**src/rtl/nnl_pkg.sv**
```systemverilog
package nnl_pkg;

  // Load sequencer states; order is the order of writes on the bus.
  typedef enum logic [1:0] {
    ST_IDLE    = 2'd0,
    ST_IDX_ON  = 2'd1,
    ST_DATA    = 2'd2,
    ST_IDX_OFF = 2'd3
  } nnl_state_e;

endpackage

```
**src/rtl/nnl_coef_gen.sv**
```systemverilog
// Builds one packed coefficient word from its word index.
module nnl_coef_gen #(
  parameter int                 PHASES     = 17,
  parameter int                 TAPS       = 7,
  parameter int                 CENTER_TAP = 3,
  parameter int                 COEF_W     = 16,
  parameter int                 WORD_W     = 32,
  parameter int                 CNT_W      = 6,
  parameter logic [COEF_W-1:0]  CENTER_VAL = 16'h0800,
  parameter logic [COEF_W-1:0]  SIDE_VAL   = 16'h3000
) (
  input  logic [CNT_W-1:0]  word_idx_i,
  output logic [WORD_W-1:0] word_o
);

  localparam int LANES = WORD_W / COEF_W;
  localparam int TOTAL = PHASES * TAPS;

  for (genvar l = 0; l < LANES; l++) begin : g_lane
    logic [31:0]       coef_idx;
    logic [31:0]       tap;
    logic [COEF_W-1:0] lane_val;

    always_comb begin
      coef_idx = {{(32-CNT_W){1'b0}}, word_idx_i} * LANES + l;
      tap      = coef_idx % TAPS;
      if (coef_idx >= TOTAL)
        lane_val = '0;              // reserved slot past the table end
      else if (tap == CENTER_TAP)
        lane_val = CENTER_VAL;
      else
        lane_val = SIDE_VAL;
    end

    assign word_o[l*COEF_W +: COEF_W] = lane_val;
  end

endmodule

```
**src/rtl/nnl_seq.sv**
```systemverilog
// Sequencer: index-on write, data burst, index-off write.
module nnl_seq
  import nnl_pkg::*;
#(
  parameter int WORDS = 60,
  parameter int CNT_W = 6
) (
  input  logic             clk,
  input  logic             rst_n,
  input  logic             start_i,
  input  logic             ready_i,
  output nnl_state_e       state_o,
  output logic [CNT_W-1:0] cnt_o,
  output logic             xfer_o
);

  nnl_state_e       state_q, state_d;
  logic [CNT_W-1:0] cnt_q, cnt_d;
  logic             en;
  logic             xfer;

  assign xfer = (state_q != ST_IDLE) && ready_i;

  always_comb begin
    state_d = state_q;
    cnt_d   = cnt_q;
    case (state_q)
      ST_IDLE:    if (start_i) state_d = ST_IDX_ON;
      ST_IDX_ON:  begin
                    state_d = ST_DATA;
                    cnt_d   = '0;
                  end
      ST_DATA:    if (cnt_q == CNT_W'(WORDS-1)) state_d = ST_IDX_OFF;
                  else                          cnt_d   = cnt_q + 1'b1;
      ST_IDX_OFF: state_d = ST_IDLE;
      default:    state_d = ST_IDLE;
    endcase
  end

  // Clock enable: a start in idle, or a completed write.
  assign en = ((state_q == ST_IDLE) && start_i) || xfer;

  always_ff @(posedge clk or negedge rst_n) begin
    if (!rst_n) begin
      state_q <= ST_IDLE;
      cnt_q   <= '0;
    end else if (en) begin
      state_q <= state_d;
      cnt_q   <= cnt_d;
    end
  end

  assign state_o = state_q;
  assign cnt_o   = cnt_q;
  assign xfer_o  = xfer;

  AST_CNT_RANGE: assert property (@(posedge clk) disable iff (!rst_n)
    cnt_q < CNT_W'(WORDS));

  AST_DATA_ADVANCE: assert property (@(posedge clk) disable iff (!rst_n)
    (state_q == ST_DATA && !ready_i) |=> $stable(cnt_q));

endmodule

```
**src/rtl/nn_coef_loader.sv**
```systemverilog
module nn_coef_loader
  import nnl_pkg::*;
#(
  parameter int          PHASES      = 17,
  parameter int          TAPS        = 7,
  parameter int          CENTER_TAP  = 3,
  parameter int          COEF_W      = 16,
  parameter int          WORD_W      = 32,
  parameter int          ADDR_W      = 8,
  parameter logic [7:0]  INDEX_ADDR  = 8'h00,
  parameter logic [7:0]  DATA_ADDR   = 8'h04,
  parameter int          AUTOINC_BIT = 10
) (
  input  logic              clk,
  input  logic              rst_n,
  input  logic              start_i,
  output logic              busy_o,
  output logic [ADDR_W-1:0] wr_addr_o,
  output logic [WORD_W-1:0] wr_data_o,
  output logic              wr_strobe_o,
  input  logic              wr_ready_i
);

  localparam int LANES = WORD_W / COEF_W;
  localparam int WORDS = (PHASES * TAPS + LANES - 1) / LANES;
  localparam int CNT_W = $clog2(WORDS);
  localparam logic [WORD_W-1:0] IDX_ON_VAL = WORD_W'(1) << AUTOINC_BIT;

  nnl_state_e       state;
  logic [CNT_W-1:0] cnt;
  logic             xfer;
  logic [WORD_W-1:0] coef_word;

  nnl_seq #(
    .WORDS (WORDS),
    .CNT_W (CNT_W)
  ) u_seq (
    .clk     (clk),
    .rst_n   (rst_n),
    .start_i (start_i),
    .ready_i (wr_ready_i),
    .state_o (state),
    .cnt_o   (cnt),
    .xfer_o  (xfer)
  );

  nnl_coef_gen #(
    .PHASES     (PHASES),
    .TAPS       (TAPS),
    .CENTER_TAP (CENTER_TAP),
    .COEF_W     (COEF_W),
    .WORD_W     (WORD_W),
    .CNT_W      (CNT_W)
  ) u_gen (
    .word_idx_i (cnt),
    .word_o     (coef_word)
  );

  // Bus outputs decode from registered state only, so they hold while stalled.
  always_comb begin
    wr_addr_o = ADDR_W'(INDEX_ADDR);
    wr_data_o = '0;
    case (state)
      ST_IDX_ON: wr_data_o = IDX_ON_VAL;
      ST_DATA:   begin
                   wr_addr_o = ADDR_W'(DATA_ADDR);
                   wr_data_o = coef_word;
                 end
      default:   ;
    endcase
  end

  assign wr_strobe_o = (state != ST_IDLE);
  assign busy_o      = wr_strobe_o;

  AST_FIRST_IS_INDEX: assert property (@(posedge clk) disable iff (!rst_n)
    $rose(wr_strobe_o) |-> (wr_addr_o == ADDR_W'(INDEX_ADDR) && wr_data_o == IDX_ON_VAL));

  AST_BUSY_FROM_START: assert property (@(posedge clk) disable iff (!rst_n)
    $rose(busy_o) |-> $past(start_i));

  AST_HOLD_WRITE: assert property (@(posedge clk) disable iff (!rst_n)
    (wr_strobe_o && !wr_ready_i) |=> (wr_strobe_o && $stable(wr_addr_o) && $stable(wr_data_o)));

  AST_CLOSE_INDEX: assert property (@(posedge clk) disable iff (!rst_n)
    $fell(busy_o) |-> ($past(wr_addr_o) == ADDR_W'(INDEX_ADDR) && $past(wr_data_o) == '0 && $past(xfer)));

  AST_NO_RESTART: assert property (@(posedge clk) disable iff (!rst_n)
    (wr_strobe_o && !wr_ready_i && start_i) |=> wr_strobe_o);

endmodule

```
**config.mk**
```make
export PLATFORM = sky130hd
export DESIGN_NAME = nn_coef_loader
export DESIGN_NICKNAME = d
export VERILOG_FILES = /design/src/rtl/nnl_pkg.sv /design/src/rtl/nnl_coef_gen.sv /design/src/rtl/nnl_seq.sv /design/src/rtl/nn_coef_loader.sv
export SDC_FILE = /design/constraint.sdc
export NUM_CORES = 1
export LEC_CHECK = 0
export BUFFER_PORTS_ARGS = -buffer_cell sky130_fd_sc_hd__buf_2
export CAP_MARGIN = 20
export CORE_ASPECT_RATIO = 1.4
export CORE_UTILIZATION = 29
export DETAILED_ROUTE_END_ITERATION = 6
export MAX_ROUTING_LAYER = met4
export PLACE_DENSITY = 0.6
export SETUP_SLACK_MARGIN = 0.05
export SYNTH_ARGS = -nofsm -noshare
export SYNTH_HDL_FRONTEND = slang
export SYNTH_SLANG_ARGS = --single-unit
```
**constraint.sdc**
```tcl
create_clock -name clk -period 5.1 [get_ports clk]
set_clock_uncertainty 0.15 [all_clocks]
set_input_delay 1.02 -clock clk [delete_from_list [all_inputs] [get_ports clk]]
set_output_delay 1.02 -clock clk [all_outputs]
set_load 0.005 [all_outputs]
```
# Yosys cells after proc, flatten, opt, wreduce, memory -nomap -nowiden
# Cells that the tools add are included.
[classes]
addsub = 2
multipliers = 0
n_div = 2
n_lt_le_gt_ge = 2
n_eq_ne = 9
n_shift = 0
muxes = 11
n_bitwise = 0
reduce_logical = 8
[ops]
columns = ["operator", "count"]
rows = [
  ["32-bit by 2-bit equality test with 1-bit output (second input constant)", 2],
  ["32-bit case mux with 2 select lines", 1],
  ["32-bit by 7-bit >= comparator with 1-bit output (second input constant)", 1],
  ["32-bit by 3-bit remainder unit with 32-bit output (second input constant)", 1],
  ["7-bit by 3-bit remainder unit with 32-bit output (second input constant)", 1],
  ["16-bit two-way mux", 2],
  ["14-bit two-way mux", 2],
  ["6-bit case mux with 2 select lines", 1],
  ["7-bit by 1-bit adder with 8-bit output (second input constant)", 1],
  ["2-bit case mux with 4 select lines", 1],
  ["7-bit >= comparator (second input constant)", 1],
  ["6-bit by 1-bit adder with 6-bit output (second input constant)", 1],
  ["6-bit equality test (second input constant)", 1],
  ["6-bit two-way mux", 1],
  ["3-bit AND reduction", 2],
  ["2-bit equality test (second input constant)", 2],
  ["2-bit two-way mux", 2],
  ["2-bit != test (second input constant)", 2],
  ["2-bit nonzero test", 2],
  ["3-bit two-way mux", 1],
  ["2-bit by 1-bit equality test with 1-bit output (second input constant)", 1],
  ["1-bit logical AND", 2],
  ["2-bit zero test", 1],
  ["2-bit by 1-bit != test with 1-bit output (second input constant)", 1],
  ["1-bit logical OR", 1],
]
[totals]
ff_bits = 8
latchBits = 0
mem_bits_rw = 0
rom_bits = 0
input_bits = 4
output_inout_bits = 42
wordCells = 36
n_memories = 0

# Depth between registers and ports, before layout
[logic_depth]
depth_word = 6
ltp_mapped = 20
depth_no_buf = 16

# By module
# From an unflattened synthesis, not the netlist that was laid out.
[unflattened]
cells_unflattened = 290
area_unflattened_um2 = 2163.3
[modules_own_cells]
columns = ["mod", "instances", "cells_per_inst", "area_each_um2", "seq_area_each_um2"]
rows = [
  ["nnl_coef_gen", 1, 184, 1292.5, 0.0],
  ["nnl_seq", 1, 55, 524.3, 200.2],
  ["nn_coef_loader", 1, 51, 346.6, 0.0],
]

# Least setup slack after synthesis
# OpenSTA, ideal clock, no wires.
[synth_path]
kind = "register -> output"
startpoint = "register u_seq.cnt_q[3], in the netlist u_seq.cnt_o[3]"
endpoint = "output wr_data_o[13]"
t_arrival_ns = 3.656
t_required_ns = 3.930
slack_ns = 0.274
stages_incl_launch_ff = 19
n_path_buf = 3
path_cell_list = "dfrtp_1 -> buf_2 -> buf_2 -> nand2_1 -> inv_1 -> ha_1 -> and2b_1 -> o22ai_2 -> or3_1 -> a2111oi_2 -> or2_1 -> o21ai_0 -> a21boi_0 -> ha_1 -> o21ai_0 -> a21o_1 -> nor4_1 -> a31oi_1 -> buf_4"
[synth_via]
elab_chain_cells = 5
word_cells_on_any_way = 6
cone_classes = "1 x div; 1 x order compare; 1 x eq/ne; 3 x mux"
[synth_rtl]
columns = ["element", "line", "text"]
rows = [
  ["start: declaration", "nnl_seq.sv:18", "logic [CNT_W-1:0] cnt_q, cnt_d;"],
  ["start signal: assignment", "nnl_seq.sv:49", "cnt_q <= cnt_d;"],
  ["7-bit by 3-bit remainder unit with 32-bit output", "nnl_coef_gen.sv:26", "tap = coef_idx % TAPS;"],
  ["32-bit by 2-bit equality test with 1-bit output", "nnl_coef_gen.sv:29", "else if (tap == CENTER_TAP)"],
  ["14-bit two-way mux", "nnl_coef_gen.sv:29", ""],
  ["16-bit two-way mux (*)", "nnl_coef_gen.sv:27", "if (coef_idx >= TOTAL)"],
  ["32-bit case mux with 2 select lines (*)", "nn_coef_loader.sv:63", "case (state)"],
  ["end: declaration", "nn_coef_loader.sv:19", "output logic [WORD_W-1:0] wr_data_o,"],
]
# Every way passes the cells marked *; elsewhere a longest branch is shown, timed or not.

# Worst setup path in the final report
[layout_path]
startpoint = "register u_seq.cnt_q[3], in the netlist u_seq.cnt_o[3]"
endpoint = "output wr_data_o[11]"
# The elaborated chain is that of the path after synthesis.

==> flow_summary.toml <==
[status]
status = "completed"

[timing]
finalSetupViolations = 0
drv_slew = 0
min_period_ns = 4.79
finalWorstSetupSlack_ns = 0.314
max-slew-margin-rel_pct = 52.3
grt_setup_unrepaired = "no"
worst_hold_slack_ns = 0.389
fmax_ghz = 0.209
tns_ns = 0
finalCritPeriodShare_pct = 93.8
hold_viol = 0
worstMarginPinSlew_ns = 0.704

[global_route]
overflow = 0
grt_max_degree = 21
grt_pass1_wl_um = 5290
grt_usage_pct = 12.3
antenna_found_initial = 0
first_global_vias = 1141

[detailed_routing]
first_iter_violations = 73
drc = 0
postRouteAntennaNets = 0
first_pass_iters = 4
vias_per_cell = 4.88
drt-total-wl_um = 3210
vias = 1348
post_drt_wl_per_cell_um = 11.6

[cts]
cts_tree = "built"
ctsHoldBuffers = 0
clk-insertion-delay-late_ns = 0.23
cts.htree.levels = 1
cts_root_buffer = "clkbuf_8"
clock_sinks = 8
clkTransAtPathRegs_ns = 0.04
numCtsBuffers = 3
clock_path_buffers = 2

[setup_path]
path_class = "flip-flop to primary output"
crit_path_start_kind = "flip-flop"
cp.required_ns = 3.93
critPathMaxFanout = 5
rr_startpoint = "u_seq.cnt_o[2]$_DFFE_PN0P_"
startpoint = "u_seq.cnt_o[3]$_DFFE_PN0P_"
cp.arrival_ns = 3.62
cp-end-kind = "primary output"

[final_layout]
design_area_mm2 = 0.00163
n_fill_cell = 561
nNetsFinal = 226
regArea_um2 = 200
drive_gt1_share_pct = 19.5
syn_to_final_growth_pct = 4.92
multi_input_area_mm2 = 0.00113
final_cell_mix = "conb_1, buf_2, nor2_1, o21ai_0, nand2_1"
diodes = 0
final_common_cell = "conb_1"

[job]
drv_cap = 0

[synth]
ys.flop_type = "dfrtp_1"
synth-seq-cells = 8
synth_async_sr_flop_share_pct = 100
syn_area_mm2 = 0.00155
synth_cells = 199
netlist.area_leader.share_pct = 17.9
synth_edf_count = 0
synth_top_cell_by_area = "buf_4"
synth_seq_area_share_pct = 12.9
synth_cell_types = 63
ys_warn_count = 0
ys_top_cells_by_area = "buf_4, dfrtp_1, ha_1"
syn_avg_cell_area_um2 = 7.80

[min_path]
min-delay-start = "u_seq.state_o[1]$_DFFE_PN0P_"
hold_path_class = "flip-flop to flip-flop"

[floorplanning]
die_y_um = 88.5
fp.dieW_um = 63.8
dieArea_mm2 = 0.00565
ioPinCount = 46
core-area_mm2 = 0.00516
start_util_pct = 30.1
rows = 31

[power]
leakage_nw = 0.713
ir_worst_vdd_uv = 209
p_total_mw = 0.618
power_per_cell_area_mw_per_mm2 = 380

[placement]
port_buffers = 13
postPlaceCellArea_mm2 = 0.00155
dp_hpwl_um = 2500
place_ws_ns = 0.420
globalplace.congestion = 0.849
==> cells in the mapped netlist (2+ instances only) <==
cell type / number
clkbuf_1: 3
nand4_1: 2
nor3_1: 4
buf_6: 2
inv_1: 9
nor4_1: 2
nor2_1: 12
buf_2: 3
nor3b_1: 2
nand3_1: 3
a211oi_1: 2
ha_1: 10
o221ai_1: 3
o21bai_1: 2
a31oi_1: 4
dfrtp_1: 8
o21ai_0: 13
nand2b_1: 4
mux2i_1: 3
a221o_1: 2
nand2_1: 11
xor2_1: 4
and3_1: 3
a21oi_1: 9
or3_1: 4
buf_4: 37
and2_1: 2
==> repair_timing <==
item                       CTS  global route
setup endpoints to repair    0             3
resized for setup            0             5
buffers inserted             0             1
==> registers in the layout, indices dropped and copies added, names as in the netlist <==
register / count
u_seq.state_o: 2
u_seq.cnt_o: 6
==> cell type report <==
cell class	instances	area share (%)
multi-input cells	167	69.4
clock buffers	3	2.54
inverters	9	2.08
well taps	66	5.07
repair buffers	23	8.61
flip-flops and latches	8	12.3
==> path summary, 6_finish.rpt <==
check	to	slack [ns]	cells after the start
min in group asynchronous	u_seq.state_o[1]$_DFFE_PN0P_	0.49	1
max reg2reg	u_seq.cnt_o[5]$_DFFE_PN0P_	2.71	7
min	u_seq.state_o[1]$_DFFE_PN0P_	0.39	1
min reg2reg	u_seq.state_o[1]$_DFFE_PN0P_	0.39	1
max	wr_data_o[11]	0.31	16
max in group asynchronous	u_seq.cnt_o[2]$_DFFE_PN0P_	4.13	1
==> routing by layer <==
layer | vias to the layer above | wire length, µm | global-route usage (%)
met5 | - | 0 | -
met4 | 0 | 83 | 7.44
met3 | 7 | 88 | 0.773
met2 | 43 | 1610 | 21.5
met1 | 621 | 1420 | 13.8
li1 | 677 | - | -
==> stage by stage <==
step | std cells | utilization (%)
after floorplan | 230 | -
after global placement | 272 | 30.1
after detailed placement | 272 | 30.1
after CTS | 275 | 30.9
after global routing | 276 | 31.6
final | 276 | 31.6
==> report_power, final <==
group / leakage [nW] / switching, mW / internal, mW
logic: 0.586 / 0.244 / 0.190
clock network: 0.0216 / 0.0248 / 0.0511
registers: 0.105 / 0.0265 / 0.0823
==> logic make-up (layout without fill, tap and decap cells) <==
logic type / after synthesis / count (layout) / share of synthesized area [%]
mux: 4 / 4 / 2.66
compound gates: 53 / 53 / 25.9
other cells: 1 / 32 / 0.242
simple gates: 62 / 62 / 22.8
flops: 8 / 8 / 12.9
buf+inv: 55 / 35 / 23.5
fa+ha+maj: 11 / 11 / 8.71
xor+xnor: 5 / 5 / 3.31
==> critical path: stages, from the launching register on <==
cell       delay, ns
dfrtp_1         0.36
nand2_1         0.08
inv_1           0.04
ha_1            0.31
and2b_1         0.24
o22ai_2         0.11
or3_4           0.40
a2111oi_4       0.39
or2_4           0.20
o21ai_0         0.07
a21boi_0        0.15
ha_1            0.29
o21ai_0         0.07
a21o_1          0.18
nor4_2          0.16
and4b_1         0.21
buf_2           0.11
Power figures use the tool's default switching activity.
